--- src/rtl/dvd_pkg.sv ---
package dvd_pkg;
  localparam int BYTE_W  = 8;
  localparam int LEN_W   = 3;
  localparam int MAX_LEN = 4;

  // length in bytes from the opcode byte (1..MAX_LEN)
  function automatic logic [LEN_W-1:0] op_len(input logic [BYTE_W-1:0] opc);
    return LEN_W'(opc[1:0]) + LEN_W'(1);
  endfunction
endpackage

--- src/rtl/dvd_slot_dec.sv ---
module dvd_slot_dec
  import dvd_pkg::*;
#(
  parameter int ADDR_W    = 6,
  parameter int WIN_BYTES = 8,
  parameter int OFS_W     = 4
) (
  input  logic [ADDR_W-1:0]           pc,
  input  logic [OFS_W-1:0]            ofs,
  input  logic [BYTE_W*WIN_BYTES-1:0] win,
  output logic [ADDR_W-1:0]           addr,
  output logic [BYTE_W-1:0]           opc,
  output logic [LEN_W-1:0]            len,
  output logic [OFS_W-1:0]            end_ofs
);
  logic [OFS_W+2:0] bit_base;

  assign bit_base = {ofs, 3'b000};
  assign opc      = win[bit_base +: BYTE_W];
  assign len      = op_len(opc);
  assign addr     = pc + ADDR_W'(ofs);
  assign end_ofs  = ofs + OFS_W'(len);
endmodule

--- src/rtl/dvd_tag_store.sv ---
module dvd_tag_store #(
  parameter int ADDR_W = 6,
  parameter int RD     = 2
) (
  input  logic                       clk,
  input  logic                       rst_n,
  input  logic                       clr,
  input  logic                       set_en,
  input  logic [ADDR_W-1:0]          set_idx,
  input  logic [RD-1:0][ADDR_W-1:0]  rd_idx,
  output logic [RD-1:0]              rd_tag
);
  localparam int DEPTH = 1 << ADDR_W;

  logic [DEPTH-1:0] tags_q, tags_d;
  logic             upd_en;

  assign upd_en = clr | set_en;

  always_comb begin
    tags_d = tags_q;
    if (clr)         tags_d = '0;
    else if (set_en) tags_d[set_idx] = 1'b1;
  end

  always_ff @(posedge clk or negedge rst_n) begin
    if (!rst_n)      tags_q <= '0;
    else if (upd_en) tags_q <= tags_d;
  end

  for (genvar r = 0; r < RD; r++) begin : g_rd
    assign rd_tag[r] = tags_q[rd_idx[r]];
  end

  p_tag_learn_r4: assert property (@(posedge clk) disable iff (!rst_n)
    (set_en && !clr) |=> tags_q[$past(set_idx)]);

  p_tag_clear_r9: assert property (@(posedge clk) disable iff (!rst_n)
    clr |=> (tags_q == '0));
endmodule

--- src/rtl/dvd_decoder.sv ---
module dvd_decoder
  import dvd_pkg::*;
#(
  parameter int ADDR_W    = 6,
  parameter int WIN_BYTES = 8,
  parameter int SLOW_CYC  = 3
) (
  input  logic                                clk,
  input  logic                                rst_n,
  input  logic                                tag_clear,
  input  logic                                redir_valid,
  input  logic [ADDR_W-1:0]                   redir_addr,
  output logic [ADDR_W-1:0]                   fetch_addr,
  input  logic [8*WIN_BYTES-1:0]              fetch_bytes,
  output logic [1:0]                          out_valid,
  output logic [ADDR_W+LEN_W+BYTE_W-1:0]      out_op0,
  output logic [ADDR_W+LEN_W+BYTE_W-1:0]      out_op1,
  input  logic                                out_ready
);
  localparam int SLOTS = 2;
  localparam int OFS_W = $clog2(WIN_BYTES) + 1;
  localparam int CNT_W = $clog2(SLOW_CYC);
  localparam int OP_W  = ADDR_W + LEN_W + BYTE_W;
  localparam logic [CNT_W-1:0] CNT_LAST = CNT_W'(SLOW_CYC - 1);

  // slot decoders
  logic [OFS_W-1:0]  slot_ofs  [SLOTS];
  logic [OFS_W-1:0]  slot_end  [SLOTS];
  logic [ADDR_W-1:0] slot_addr [SLOTS];
  logic [BYTE_W-1:0] slot_opc  [SLOTS];
  logic [LEN_W-1:0]  slot_len  [SLOTS];
  logic [SLOTS-1:0]  slot_tag;
  logic [SLOTS-1:0][ADDR_W-1:0] tag_idx;

  // engine state
  logic [ADDR_W-1:0] pc_q, pc_d;
  logic [CNT_W-1:0]  cnt_q, cnt_d;
  logic              eng_en;

  // output stage
  logic [1:0]        val_q, val_d;
  logic [OP_W-1:0]   op0_q, op1_q;
  logic              can_load;

  logic fast_go, slow_go, slow_start, emit0, emit1;

  for (genvar g = 0; g < SLOTS; g++) begin : g_slot
    if (g == 0) begin : g_first
      assign slot_ofs[g] = '0;
    end else begin : g_next
      assign slot_ofs[g] = slot_end[g-1];
    end
    dvd_slot_dec #(.ADDR_W(ADDR_W), .WIN_BYTES(WIN_BYTES), .OFS_W(OFS_W)) u_dec (
      .pc     (pc_q),
      .ofs    (slot_ofs[g]),
      .win    (fetch_bytes),
      .addr   (slot_addr[g]),
      .opc    (slot_opc[g]),
      .len    (slot_len[g]),
      .end_ofs(slot_end[g])
    );
    assign tag_idx[g] = slot_addr[g];
  end

  dvd_tag_store #(.ADDR_W(ADDR_W), .RD(SLOTS)) u_tags (
    .clk    (clk),
    .rst_n  (rst_n),
    .clr    (tag_clear),
    .set_en (slow_go),
    .set_idx(pc_q),
    .rd_idx (tag_idx),
    .rd_tag (slot_tag)
  );

  // path selection
  assign can_load   = ~(|val_q) | out_ready;
  assign fast_go    = can_load & ~redir_valid & (cnt_q == '0) & slot_tag[0];
  assign slow_start = can_load & ~redir_valid & (cnt_q == '0) & ~slot_tag[0];
  assign slow_go    = can_load & ~redir_valid & (cnt_q == CNT_LAST);
  assign emit0      = fast_go | slow_go;
  assign emit1      = fast_go & slot_tag[1];
  assign eng_en     = can_load | redir_valid;

  // next state
  always_comb begin
    cnt_d = cnt_q;
    pc_d  = pc_q;
    if (redir_valid) begin
      cnt_d = '0;
      pc_d  = redir_addr;
    end else begin
      if (slow_start)           cnt_d = CNT_W'(1);
      else if (cnt_q == CNT_LAST) cnt_d = '0;
      else if (cnt_q != '0)     cnt_d = cnt_q + CNT_W'(1);
      if (emit1)      pc_d = pc_q + ADDR_W'(slot_end[1]);
      else if (emit0) pc_d = pc_q + ADDR_W'(slot_end[0]);
    end
    val_d = {emit1, emit0};
  end

  // registers
  always_ff @(posedge clk or negedge rst_n) begin
    if (!rst_n) begin
      pc_q  <= '0;
      cnt_q <= '0;
    end else if (eng_en) begin
      pc_q  <= pc_d;
      cnt_q <= cnt_d;
    end
  end

  always_ff @(posedge clk or negedge rst_n) begin
    if (!rst_n) begin
      val_q <= '0;
      op0_q <= '0;
      op1_q <= '0;
    end else if (can_load) begin
      val_q <= val_d;
      op0_q <= {slot_addr[0], slot_len[0], slot_opc[0]};
      op1_q <= {slot_addr[1], slot_len[1], slot_opc[1]};
    end
  end

  assign fetch_addr = pc_q;
  assign out_valid  = val_q;
  assign out_op0    = op0_q;
  assign out_op1    = op1_q;

  p_pair_order_r5: assert property (@(posedge clk) disable iff (!rst_n)
    out_valid[1] |-> out_valid[0]);

  p_pair_contig_r5: assert property (@(posedge clk) disable iff (!rst_n)
    out_valid[1] |-> (out_op1[OP_W-1 -: ADDR_W] ==
      out_op0[OP_W-1 -: ADDR_W] + ADDR_W'(out_op0[BYTE_W +: LEN_W])));

  p_stall_hold_r8: assert property (@(posedge clk) disable iff (!rst_n)
    (|out_valid && !out_ready) |=>
      ($stable(out_valid) && $stable(out_op0) && $stable(out_op1)));

  p_slow_single_r3: assert property (@(posedge clk) disable iff (!rst_n)
    slow_go |=> (out_valid == 2'b01));

  p_addr_follow_r10: assert property (@(posedge clk) disable iff (!rst_n)
    emit0 |=> (out_op0[OP_W-1 -: ADDR_W] == $past(fetch_addr)));
endmodule

--- config.mk ---
export PLATFORM = sky130hd
export DESIGN_NAME = dvd_decoder
export DESIGN_NICKNAME = d
export VERILOG_FILES = /design/src/rtl/dvd_pkg.sv /design/src/rtl/dvd_slot_dec.sv /design/src/rtl/dvd_tag_store.sv /design/src/rtl/dvd_decoder.sv
export SDC_FILE = /design/constraint.sdc
export NUM_CORES = 1
export LEC_CHECK = 0
export BUFFER_PORTS_ARGS = -buffer_cell sky130_fd_sc_hd__buf_2
export CORE_MARGIN = 5
export CORE_UTILIZATION = 60
export CTS_BUF_LIST = sky130_fd_sc_hd__clkbuf_4 sky130_fd_sc_hd__clkbuf_8
export CTS_CLUSTER_SIZE = 30
export DETAILED_ROUTE_END_ITERATION = 6
export GPL_TIMING_DRIVEN = 0
export PLACE_DENSITY = 0.91
export RECOVER_POWER = 100
export SLEW_MARGIN = 10
export SYNTH_ARGS = -nofsm -noshare
export SYNTH_HDL_FRONTEND = slang
export SYNTH_SLANG_ARGS = --single-unit
--- constraint.sdc ---
create_clock -name clk -period 6.76 [get_ports clk]
set_input_delay 0.338 -clock clk [delete_from_list [all_inputs] [get_ports clk]]
set_output_delay 0.338 -clock clk [all_outputs]
set_load 0.01 [all_outputs]
==> results_dict.tcl <==
set metrics [dict create \
    status "finished, violations left" \
    violations "capacitance limit, slew limit" \
    ant_nets 0 \
    grt_max_degree 62 \
    cts-root-buf "clkbuf_8" \
    ir_drop_uv 183 \
    drv_cap 1 \
    cp-start-kind "flip-flop" \
    first_pass_iters 6 \
    place_area_mm2 0.00654 \
    viasPerCell 6.30 \
    diodes 0 \
    slew_headroom_pct -77.1 \
    yosysUniqueCellTypes 49 \
    crit_arrival_ns 5.79 \
    dieArea_mm2 0.0119 \
    fin_hold_ws_ns 0.146 \
    crit_path_end_kind "flip-flop" \
    grt_pass1_wl_um 25800 \
    crit_path_max_fanout 10 \
    yosys_warnings 0 \
    dpl.cell_count 795 \
    num_vias 5113 \
    layout-drive-gt1-share_pct 15.5 \
    skew_ns 0.00942 \
    max_freq_ghz 0.181 \
    cts_htree_levels 3 \
    synth_top_cell_area_share_pct 45.9 \
    tns_ns 0 \
    fin_cells 812 \
    r2r_cells 12 \
    wirelength_um 16400 \
    grt_pass1_vias 5188 \
    synth-seq-area-share_pct 45.9 \
    synthCells 570 \
    clkLatencyLatePin_ns 0.38 \
    syn_avg_cell_area_um2 10.3 \
    area_delta_synth_final_pct 13.3 \
    cts_setup_buffers 0 \
    cts_tree "yes" \
    fin_crit_sh_pct 81.7 \
    power_mw 2.55 \
    ys.flop_type "dfrtp_1" \
    holdPathStages 3 \
    worstMarginPinSlew_ns 2.66 \
    synthArstFlopShare_pct 100 \
    yosysMostFrequentCell "dfrtp_1" \
    yosysTopAreaCell "dfrtp_1" \
    wl_per_cell_um 20.2 \
    syn-num-nets 659 \
    synth_common_cells "108 x dfrtp_1, 86 x nand2_1, 86 x nor2_1" \
    initial_core_util_pct 60.8 \
    min_path_type "in2reg" \
    die_w_um 109 \
    post-route-cell-area_mm2 0.00667 \
    period_needed_ns 5.52 \
    numCtsBuffers 9 \
    clk_pin_slew_ns 0.11 \
    final_hold_viol_count 0 \
    drtIter0Drc 613 \
    drc 0 \
    ios 117 \
    yosys-top-cells-area "dfrtp_1 46%, mux4_2 11%, a21oi_1 6.0%, nand2_1 5.5%, nor2_1 5.5%" \
    io_buffers 90 \
    die_y_um 109 \
    cts_buffer_depth 2 \
    cts_sinks 108 \
    syn-cell-area_mm2 0.00588 \
    rows 36 \
    gp_congestion 0.943 \
    crit_type "reg2reg" \
    synth-seq-cells 108 \
    grt_util_all_layers_pct 28.3 \
    grt_setup_unrepaired "false" \
    setup_viol 0 \
    postCtsResizedCells 0 \
    nNetsFinal 763 \
    antenna_found_initial 0 \
    hold_buffers 1 \
    synth-edff-count 0 \
    cp.required_ns 7.03 \
    dp_hpwl_um 12000 \
    coreArea_mm2 0.00968 \
    leakage_nw 3.06 \
    grt_overflow_total 0 \
    drv_slew 48 \
    p_per_area_mw_per_mm2 382 \
]
[logic make-up (layout without fill, tap and decap cells)]
logic type | after synthesis | after routing | share of synthesized area (%)
flops | 108 | 108 | 45.9
simple gates | 214 | 214 | 15.4
fa+ha+maj | 14 | 14 | 3.61
buf+inv | 55 | 164 | 4.00
xor+xnor | 9 | 9 | 1.66
mux | 56 | 56 | 18.0
compound gates | 114 | 114 | 11.4
[critical path: stages (launching register included)]
cell,delay [ns]
dfrtp_1,0.47
clkbuf_1,0.44
clkbuf_1,0.43
inv_1,0.30
fa_1,0.51
xor2_1,0.89
mux4_1,0.70
mux4_2,0.51
o2bb2ai_2,0.20
a2111o_1,0.13
clkbuf_1,0.35
mux2i_1,0.14
a221o_1,0.34
[final cells by class]
cell class	instances	area (µm²)
flip-flops and latches	108	2700
fillers	730	3020
multi-input cells	407	2930
clock buffers	10	138
well taps	133	166
clock inverters	6	76.3
repair buffers	93	437
plain buffers	39	154
inverters	16	60.1
[path summary, 6_finish.rpt]
path	start	to	slack, ns
max	fetch_addr[1]	fetch_addr[4]	1.24
min	fetch_bytes[3]	out_op0[3]	0.15
max reg2reg	fetch_addr[1]	fetch_addr[4]	1.24
min reg2reg	out_op1[6]	out_op1[6]	0.48
max in group asynchronous	rst_n	u_tags.tags_q[6]	3.93
min in group asynchronous	rst_n	out_op0[5]	1.32
[metrics by stage]
stage          util [%]  worst slack, ns
2_1_floorplan         -             2.87
3_3_place_gp       67.1             2.10
3_5_place_dp       67.6             2.11
4_1_cts            69.9             2.07
5_1_grt            68.9            0.993
6_report           68.9             1.24
[power breakdown]
group / internal (mW) / leakage (nW) / switching, mW
combinational: 0.452 / 1.53 / 0.816
clock: 0.190 / 0.110 / 0.238
sequential: 0.759 / 1.42 / 0.0908
[sequential cells by signal, summed over array words and instances, names as in the netlist]
name,count
fetch_addr,6
cnt_q,2
out_op0,17
out_valid,2
u_tags.tags_q,64
out_op1,17
[layout by cell type, fill, tap and decap left out, types with 9 or more instances in the layout]
cell	instances
nand2_1	86
ha_1	9
clkbuf_8	10
o21ai_0	14
buf_2	46
a21oi_1	70
inv_1	16
nor2_1	86
clkbuf_1	77
mux4_2	29
dfrtp_1	108
nand3_1	10
mux2i_1	14
[per-layer routing]
layer / share of wire, % / up-vias / global-route usage, %
li1: - / 2219 / -
met1: 38 / 2495 / 34.7
met2: 47 / 329 / 46.9
met3: 11 / 70 / 6.99
met4: 4.5 / 0 / 14.0
met5: 0 / - / 0
No activity file was read; power rests on OpenSTA's default activity.
